$ cat config.mk
export PLATFORM = sky130hd
export DESIGN_NAME = dual_addr_access
export DESIGN_NICKNAME = d
export VERILOG_FILES = /design/src/rtl/dacc_pkg.sv /design/src/rtl/dacc_addr_match.sv /design/src/rtl/dacc_wp_decode.sv /design/src/rtl/dual_addr_access.sv
export SDC_FILE = /design/constraint.sdc
export NUM_CORES = 1
export LEC_CHECK = 0
export BUFFER_PORTS_ARGS = -buffer_cell sky130_fd_sc_hd__buf_2
export CAP_MARGIN = 0
export CORE_ASPECT_RATIO = 0.6
export CORE_UTILIZATION = 44
export DETAILED_ROUTE_END_ITERATION = 10
export MAX_ROUTING_LAYER = met4
export PLACE_DENSITY = 0.77
export SLEW_MARGIN = 5
export SYNTH_ARGS = -nofsm -noshare
export SYNTH_HDL_FRONTEND = slang
export SYNTH_HIERARCHICAL = 1
export SYNTH_SLANG_ARGS = --single-unit
export TNS_END_PERCENT = 10
$ cat constraint.sdc
create_clock -name clk -period 2.17 [get_ports clk]
set_input_delay 0.217 -clock clk [delete_from_list [all_inputs] [get_ports clk]]
set_output_delay 0.217 -clock clk [all_outputs]
set_load 0.02 [all_outputs]
$ cat src/rtl/dacc_pkg.sv
package dacc_pkg;
    typedef enum logic [1:0] {
        RG_MAIN_LO = 2'd0,
        RG_TABLE   = 2'd1,
        RG_AUX     = 2'd2
    } region_e;

    typedef enum logic [2:0] {
        ST_IDLE,
        ST_OFFSET,
        ST_WRITE,
        ST_READ,
        ST_IGNORE
    } state_e;
endpackage

$ cat src/rtl/dacc_addr_match.sv
module dacc_addr_match #(
    parameter int          DEV_W    = 7,
    parameter logic [6:0]  AUX_ADDR = 7'h50,
    parameter logic [6:0]  MAIN_DEF = 7'h51
) (
    input  logic [DEV_W-1:0] dev_addr_i,
    input  logic             aden_i,
    input  logic             adfix_i,
    input  logic [DEV_W-1:0] prog_dev_addr_i,
    output logic             hit_o,
    output logic             is_main_o
);
    logic [DEV_W-1:0] main_addr;
    logic             main_hit;
    logic             aux_hit;

    always_comb begin
        main_addr = adfix_i ? prog_dev_addr_i : MAIN_DEF;
        main_hit  = (dev_addr_i == main_addr);
        aux_hit   = !aden_i && (dev_addr_i == AUX_ADDR);
        hit_o     = main_hit || aux_hit;
        is_main_o = main_hit;
    end
endmodule

$ cat src/rtl/dacc_wp_decode.sv
module dacc_wp_decode
    import dacc_pkg::*;
#(
    parameter int             OFS_W  = 8,
    parameter int             TBL_W  = 8,
    parameter logic [OFS_W-1:0] SCR_LO = 8'h60,
    parameter logic [OFS_W-1:0] SCR_HI = 8'h7F
) (
    input  logic             is_main_i,
    input  logic [OFS_W-1:0] off_i,
    input  logic [TBL_W-1:0] tbl_sel_i,
    input  logic             aden_i,
    input  logic             apen_i,
    input  logic             mpen_i,
    input  logic             wpen_i,
    output region_e          region_o,
    output logic [TBL_W-1:0] table_o,
    output logic             volatile_o,
    output logic             blocked_o
);
    localparam int UP_BIT = OFS_W - 1;

    logic upper;
    logic merged_page0;

    always_comb begin
        upper        = off_i[UP_BIT];
        merged_page0 = is_main_i && upper && aden_i && (tbl_sel_i == '0);
        volatile_o   = is_main_i && !upper && (off_i >= SCR_LO) && (off_i <= SCR_HI);

        if (!is_main_i)      region_o = RG_AUX;
        else if (upper)      region_o = RG_TABLE;
        else                 region_o = RG_MAIN_LO;

        table_o = (is_main_i && upper) ? tbl_sel_i : '0;

        if (!is_main_i)        blocked_o = apen_i;
        else if (volatile_o)   blocked_o = 1'b0;
        else if (merged_page0) blocked_o = apen_i;
        else                   blocked_o = wpen_i && mpen_i;
    end
endmodule

$ cat src/rtl/dual_addr_access.sv
module dual_addr_access
    import dacc_pkg::*;
#(
    parameter int               DEV_W    = 7,
    parameter int               OFS_W    = 8,
    parameter int               DATA_W   = 8,
    parameter int               TBL_W    = 8,
    parameter logic [6:0]       AUX_ADDR = 7'h50,
    parameter logic [6:0]       MAIN_DEF = 7'h51,
    parameter logic [OFS_W-1:0] SCR_LO   = 8'h60,
    parameter logic [OFS_W-1:0] SCR_HI   = 8'h7F
) (
    input  logic              clk,
    input  logic              rst_n,
    input  logic              addr_valid_i,
    input  logic [DEV_W-1:0]  dev_addr_i,
    input  logic              rw_i,
    input  logic              byte_valid_i,
    input  logic [DATA_W-1:0] byte_i,
    input  logic              rd_done_i,
    input  logic              stop_i,
    input  logic              aden_i,
    input  logic              adfix_i,
    input  logic              apen_i,
    input  logic              mpen_i,
    input  logic              wpen_i,
    input  logic [DEV_W-1:0]  prog_dev_addr_i,
    input  logic [TBL_W-1:0]  tbl_sel_i,
    output logic              ack_o,
    output logic [1:0]        acc_region_o,
    output logic [TBL_W-1:0]  acc_table_o,
    output logic [OFS_W-1:0]  acc_off_o,
    output logic              wr_en_o,
    output logic [1:0]        wr_region_o,
    output logic [TBL_W-1:0]  wr_table_o,
    output logic [OFS_W-1:0]  wr_off_o,
    output logic [DATA_W-1:0] wr_data_o,
    output logic              commit_o
);
    localparam int               LO_W   = OFS_W - 1;
    localparam logic [LO_W-1:0]  LO_ONE = 1;

    state_e             state_q, state_d;
    logic [OFS_W-1:0]   ptr_q;
    logic [OFS_W-1:0]   ptr_step;
    logic               main_sel_q;
    logic               pend_q;
    logic               hit;
    logic               hit_main;
    region_e            cur_region;
    logic [TBL_W-1:0]   cur_table;
    logic               cur_volatile;
    logic               cur_blocked;
    logic               data_evt;

    dacc_addr_match #(
        .DEV_W    (DEV_W),
        .AUX_ADDR (AUX_ADDR),
        .MAIN_DEF (MAIN_DEF)
    ) u_match (
        .dev_addr_i      (dev_addr_i),
        .aden_i          (aden_i),
        .adfix_i         (adfix_i),
        .prog_dev_addr_i (prog_dev_addr_i),
        .hit_o           (hit),
        .is_main_o       (hit_main)
    );

    dacc_wp_decode #(
        .OFS_W  (OFS_W),
        .TBL_W  (TBL_W),
        .SCR_LO (SCR_LO),
        .SCR_HI (SCR_HI)
    ) u_guard (
        .is_main_i  (main_sel_q),
        .off_i      (ptr_q),
        .tbl_sel_i  (tbl_sel_i),
        .aden_i     (aden_i),
        .apen_i     (apen_i),
        .mpen_i     (mpen_i),
        .wpen_i     (wpen_i),
        .region_o   (cur_region),
        .table_o    (cur_table),
        .volatile_o (cur_volatile),
        .blocked_o  (cur_blocked)
    );

    assign ptr_step = {ptr_q[OFS_W-1], ptr_q[LO_W-1:0] + LO_ONE};
    assign data_evt = byte_valid_i && !stop_i && !addr_valid_i;

    // next-state selection
    always_comb begin
        state_d = state_q;
        if (stop_i) begin
            state_d = ST_IDLE;
        end else if (addr_valid_i) begin
            if (!hit)      state_d = ST_IGNORE;
            else if (rw_i) state_d = ST_READ;
            else           state_d = ST_OFFSET;
        end else begin
            unique case (state_q)
                ST_IDLE:   state_d = ST_IDLE;
                ST_OFFSET: state_d = byte_valid_i ? ST_WRITE : ST_OFFSET;
                ST_WRITE:  state_d = ST_WRITE;
                ST_READ:   state_d = ST_READ;
                ST_IGNORE: state_d = ST_IGNORE;
                default:   state_d = ST_IDLE;
            endcase
        end
    end

    // state register
    always_ff @(posedge clk or negedge rst_n) begin
        if (!rst_n) state_q <= ST_IDLE;
        else        state_q <= state_d;
    end

    // registered outputs and datapath
    always_ff @(posedge clk or negedge rst_n) begin
        if (!rst_n) begin
            ack_o       <= 1'b0;
            wr_en_o     <= 1'b0;
            wr_region_o <= '0;
            wr_table_o  <= '0;
            wr_off_o    <= '0;
            wr_data_o   <= '0;
            commit_o    <= 1'b0;
            pend_q      <= 1'b0;
            ptr_q       <= '0;
            main_sel_q  <= 1'b1;
        end else begin
            ack_o    <= 1'b0;
            wr_en_o  <= 1'b0;
            commit_o <= 1'b0;
            if (stop_i) begin
                commit_o <= pend_q;
                pend_q   <= 1'b0;
            end else if (addr_valid_i) begin
                ack_o <= hit;
                if (hit) main_sel_q <= hit_main;
            end else if (byte_valid_i) begin
                unique case (state_q)
                    ST_OFFSET: begin
                        ack_o <= 1'b1;
                        ptr_q <= byte_i[OFS_W-1:0];
                    end
                    ST_WRITE: begin
                        ack_o       <= 1'b1;
                        wr_en_o     <= !cur_blocked;
                        wr_region_o <= cur_region;
                        wr_table_o  <= cur_table;
                        wr_off_o    <= ptr_q;
                        wr_data_o   <= byte_i;
                        if (!cur_blocked && !cur_volatile) pend_q <= 1'b1;
                        ptr_q       <= ptr_step;
                    end
                    ST_IDLE, ST_READ, ST_IGNORE: ack_o <= 1'b0;
                    default: ack_o <= 1'b0;
                endcase
            end else if (rd_done_i && state_q == ST_READ) begin
                ptr_q <= ptr_step;
            end
        end
    end

    assign acc_region_o = cur_region;
    assign acc_table_o  = cur_table;
    assign acc_off_o    = ptr_q;

    // silenced auxiliary address gets no acknowledge
    assert_aux_silent_R1: assert property (@(posedge clk) disable iff (!rst_n)
        (addr_valid_i && !stop_i && aden_i && dev_addr_i == AUX_ADDR &&
         !(adfix_i && prog_dev_addr_i == AUX_ADDR)) |=> !ack_o);

    // unaddressed transaction stays silent
    assert_ignore_silent_R3: assert property (@(posedge clk) disable iff (!rst_n)
        (state_q == ST_IGNORE && data_evt) |=> (!ack_o && !wr_en_o));

    // pointer half bit held across a written byte
    assert_ptr_half_R4: assert property (@(posedge clk) disable iff (!rst_n)
        (state_q == ST_WRITE && data_evt) |=> (ptr_q[OFS_W-1] == $past(ptr_q[OFS_W-1])));

    // scratch window writes always go through
    assert_scratch_open_R7: assert property (@(posedge clk) disable iff (!rst_n)
        (state_q == ST_WRITE && data_evt && main_sel_q &&
         ptr_q >= SCR_LO && ptr_q <= SCR_HI) |=> wr_en_o);

    // write strobe only answers a received data byte
    assert_wr_from_byte_R10: assert property (@(posedge clk) disable iff (!rst_n)
        wr_en_o |-> $past(byte_valid_i));

    // commit only right after STOP
    assert_commit_after_stop_R11: assert property (@(posedge clk) disable iff (!rst_n)
        commit_o |-> $past(stop_i));
endmodule

After elaboration in Yosys (flattened, before gate mapping) --
Index checks and enable logic that the tools add are counted.
Word-level totals: register bits 42, input bits 42
Operators by class: add/sub/neg operators 1, magnitude comparators 2, eq/ne operators 8, multiplexer cells 30, bitwise gates (word level) 3, reductions and logical operators 26
Operator list (number):
- $mux 1 | 18
- $mux 8 | 2
- $pmux 8 s2 | 1
- $mux 7 | 2
- $pmux 3 s4 | 1
- $reduce_and 4->1 | 3
- $logic_and 1x1->1 | 10
- $mux 3 | 3
- $ge 8x7->1 const B | 1
- $le 8x7->1 const B | 1
- $logic_not 8->1 | 1
- $reduce_bool 2->1 | 4
- $add 7x1->7 const B | 1
- $eq 7x7->1 | 1
- $eq 7x7->1 const B | 1
- $eq 3x2->1 const B | 2
- $mux 2 | 3
- $reduce_and 5->1 | 1
- $logic_not 1->1 | 4
- $eq 3x1->1 const B | 1
- $eq 3x3->1 const B | 1
- $ne 3x1->1 const B | 1
- $not 1->1 | 3
- $reduce_and 3->1 | 1
- other kinds (3) | 3

Logic depth before layout (Yosys ltp) --
word-level depth 13, gate-level depth with buffers 8

Modules after synthesis --
The synthesis kept the hierarchy.
By module, submodules not included:
- dual_addr_access | instances 1, cells an instance 140, area each 1840.5 µm², sequential area each 1052.3 µm²
- dacc_addr_match | instances 1, cells an instance 28, area each 227.7 µm², sequential area each 0.0 µm²
- dacc_wp_decode | instances 1, cells an instance 23, area each 158.9 µm², sequential area each 0.0 µm²

Worst setup path after synthesis --
Ideal clock, no wire load.
path type register to register, start reg state_q[2], end reg wr_data_o[5], setup time 0.125 ns, arrival time 1.926 ns, required time 2.045 ns, path slack 0.120 ns, cell stages (with the launch flop) 6, path through dfrtp_1 > or3_1 > buf_6 > nor4b_4 > buf_6 > mux2_2
On the way: longest elaborated chain between the ends 2
RTL lines:
- start: declaration | RTL line dual_addr_access.sv:43 | state_e state_q, state_d;
- start signal: assignment | RTL line dual_addr_access.sv:115 | else state_q <= state_d;
- $eq 3x2->1 | RTL line dual_addr_access.sv:142 | unique case (state_q)
- $reduce_and 4->1 (no line)
- end signal: assignment | RTL line dual_addr_access.sv:153 | wr_data_o <= byte_i;
- end: declaration | RTL line dual_addr_access.sv:37 | output logic [DATA_W-1:0] wr_data_o,
No other way between the ends. A chain may end at the register's enable or synchronous reset.

Worst setup path after layout --
Same ends and word-level chain as after synthesis.

==> out/summary.txt <==
FILL cells: 420
nature of the critical path endpoint: register
die area: 0.00536 sq mm
syn_nets: 234
final antenna-violating net count: 0
commonest register cell after synthesis: dfrtp_1
Hold WC Path Type: input port to register
startpoint types: register
post-synth top area cell: dfrtp_1
Slew @ Worst Pin: 663 ps
Slew Limit Fails: 0
Final GP Congestion: 0.801
DR DRC count: 0
Netlist Area Pre-Place: 0.00223 sq mm
power per cell area: 513 mW/mm^2
H-tree Lvls: 2
peak supply drop: 356 uV
Worst-path clk slew: 80 ps
Post-synth ARST share: 100%
final setup fails: 0
initial antenna violation count: 0
main area contributors after synthesis: dfrtp_1 (46%), mux2_2 (15%), and3_1 (2.8%)
WP buf/inv: 1
DP Cell Count: 341
Worst-Skew Late Latency: 290 ps
CTS tree: yes
Root Buffer: clkbuf_8
Placed Area: 0.00275 sq mm
via count: 1886
CTS Buf Count: 5
relative slew slack: 55.8%
pin count of the biggest net entering global routing: 27
Setup CP Type: register to register
Max clock buf depth: 2
CP max-delay cell: or3_1
first-pass GRT wire length: 8980 microns
CP arrival: 2080 ps
Yosys top cell area share: 46.1%
RSZ-0062 raised after global routing: false
Yosys cell types: 47
Syn Area/Cell: 11.7 sq um
Antenna diodes: 0
Final Skew: 7.84 ps
Initial Utilization: 47.3%
setup bufs post-CTS: 0
Wirelength per Cell: 15.5 microns
Cells after Synth: 191
Clock Sinks: 42
Setup TNS: 0 ps
die height: 57.1 microns
Final nets: 329
R2R setup slack: 270 ps
crit-path max FO: 7
number of global-route vias before repair: 1919
Max Cap Viol: 0
Seq/Total Area, Yosys: 47.2%
layout cells sized above 1: 51.9%
gr ovfl total: 0
total routed wirelength: 5440 microns
Seq cells post-synth: 42
crit path time final: 1900 ps
FMAX: 525 MHz
Multi-input gate area: 0.00108 sq mm
endpoints failing hold: 0
non-filler instance count after layout: 350
fin area: 0.00285 sq mm
gr usage total: 22.4%
Pre-antenna DRT Iters: 4
Port Buf Inserts: 88
routed vias/inst: 5.39
area growth from synthesis to layout: 28.1%
Ys Warns: 6
Core Area: 0.00471 sq mm
Crit path max-delay family: simple AND/OR/NAND/NOR gates
Register Area: 0.00105 sq mm
I/O pin count: 89
status: finished clean
DRT iter0 DRCs: 101
CP max stage delay: 430 ps
number of flops mapped to enable cells by yosys: 0
Leak: 0.00158 uW
Cell Rows: 19
CP cell instances: or3_1 -> nor4b_4 -> buf_4 -> mux2_2
fin crit share: 87.8%
CP required: 2340 ps
die span in x: 93.9 microns
HPWL after DPL: 4110 microns
==> synthesized netlist by cell type (2+ instances only) <==
master,number
dfrtp_1,41
mux2_2,29
and3_1,10
a21oi_1,9
nor3_1,8
inv_1,7
nand2_1,7
nor2_1,7
nand3_1,6
a2bb2oi_1,5
buf_6,4
o22ai_1,4
mux2i_1,3
o21ai_0,3
xor2_1,3
a211oi_1,2
and2_1,2
and3_2,2
and4b_1,2
buf_2,2
clkbuf_1,2
nand2b_1,2
nor4_1,2
nor4b_1,2
nor4b_2,2
nor4b_4,2
o221a_2,2
xnor2_1,2
==> state kept, by name, summed over array words and instances (netlist names) <==
register and cells:
acc_off_o 8, wr_data_o 8, wr_off_o 8, wr_table_o 8
state_q 3, wr_region_o 2, ack_o 1, commit_o 1
main_sel_q 1, pend_q 1, wr_en_o 1
==> worst reg2reg max path: cells and delay by family, from the launching register on <==
family                 cells  cell delay (ps)
muxes                      1              350
and+or+nand+nor            2              790
buffers and inverters      1              240
DFF                        1              420
==> report_power, final <==
group          internal (uW)  switching (uW)
combinational           66.3            84.1
clock                    256             265
sequential               787            5.88
total                   1110             355
==> path summary, 6_finish.rpt <==
path / start / endpoint / cells after the start
min: stop_i / state_q[2] / 2
max reg2reg: state_q[2] / wr_data_o[5] / 4
min in group asynchronous: rst_n / acc_off_o[4] / 2
max in group asynchronous: rst_n / main_sel_q / 3
max: state_q[2] / wr_data_o[5] / 4
min reg2reg: wr_data_o[4] / wr_data_o[4] / 1
==> final cells by class <==
cell class / instances / share of cell area, %
repair buffers: 97 / 18.3
multi-input cells: 133 / 37.8
clock inverters: 2 / 0.438
well taps: 63 / 2.76
flip-flops and latches: 42 / 36.9
clock buffers: 6 / 2.89
inverters: 7 / 0.921
==> cells in the final DEF, fill, tap and decap left out, types with 3 or more instances in the layout <==
master      n
a21oi_1     9
a2bb2oi_1   5
and3_1     10
buf_2      88
buf_4       7
clkbuf_8    6
dfrtp_1    41
inv_1       7
mux2_2     29
mux2i_1     3
nand2_1     7
nand3_1     6
nor2_1      7
nor3_1      8
o21ai_0     3
o22ai_1     4
xor2_1      3
==> kinds of logic (layout without fill, tap and decap cells) <==
group | after synthesis | after routing | synth area share (%)
AOI/OAI and AO/OA | 32 | 32 | 10.6
xor gates and xnor gates | 5 | 5 | 1.97
adders and majority gates | 1 | 1 | 0.562
buffers and inverters | 16 | 112 | 4.33
DFF | 42 | 42 | 47.2
muxes | 34 | 34 | 17.2
and+or+nand+nor | 61 | 61 | 18.1
==> routing by layer <==
metal | share of wire [%] | vias up | GRT usage (%)
li1 | - | 898 | -
met1 | 49 | 919 | 30.5
met2 | 44 | 67 | 33.8
met3 | 7.6 | 2 | 6.40
met4 | 0.18 | 0 | 3.74
met5 | 0 | - | -
==> through the flow <==
stage,power (uW),util (%),setup slack (ps),hold WS (ps)
3_5_place_dp,957,58.4,288,249
4_1_cts,1480,60.6,261,124
2_1_floorplan,873,-,120,-78.6
6_report,1460,60.6,266,160
5_1_grt,1530,60.6,203,143
3_3_place_gp,951,58.4,334,246
==> what timing repair did <==
action                                 CTS  global route
gates resized for setup                  0             0
hold buffers                             1             0
endpoints found under the hold margin   24             0
(Power assumes the default switching activity.)
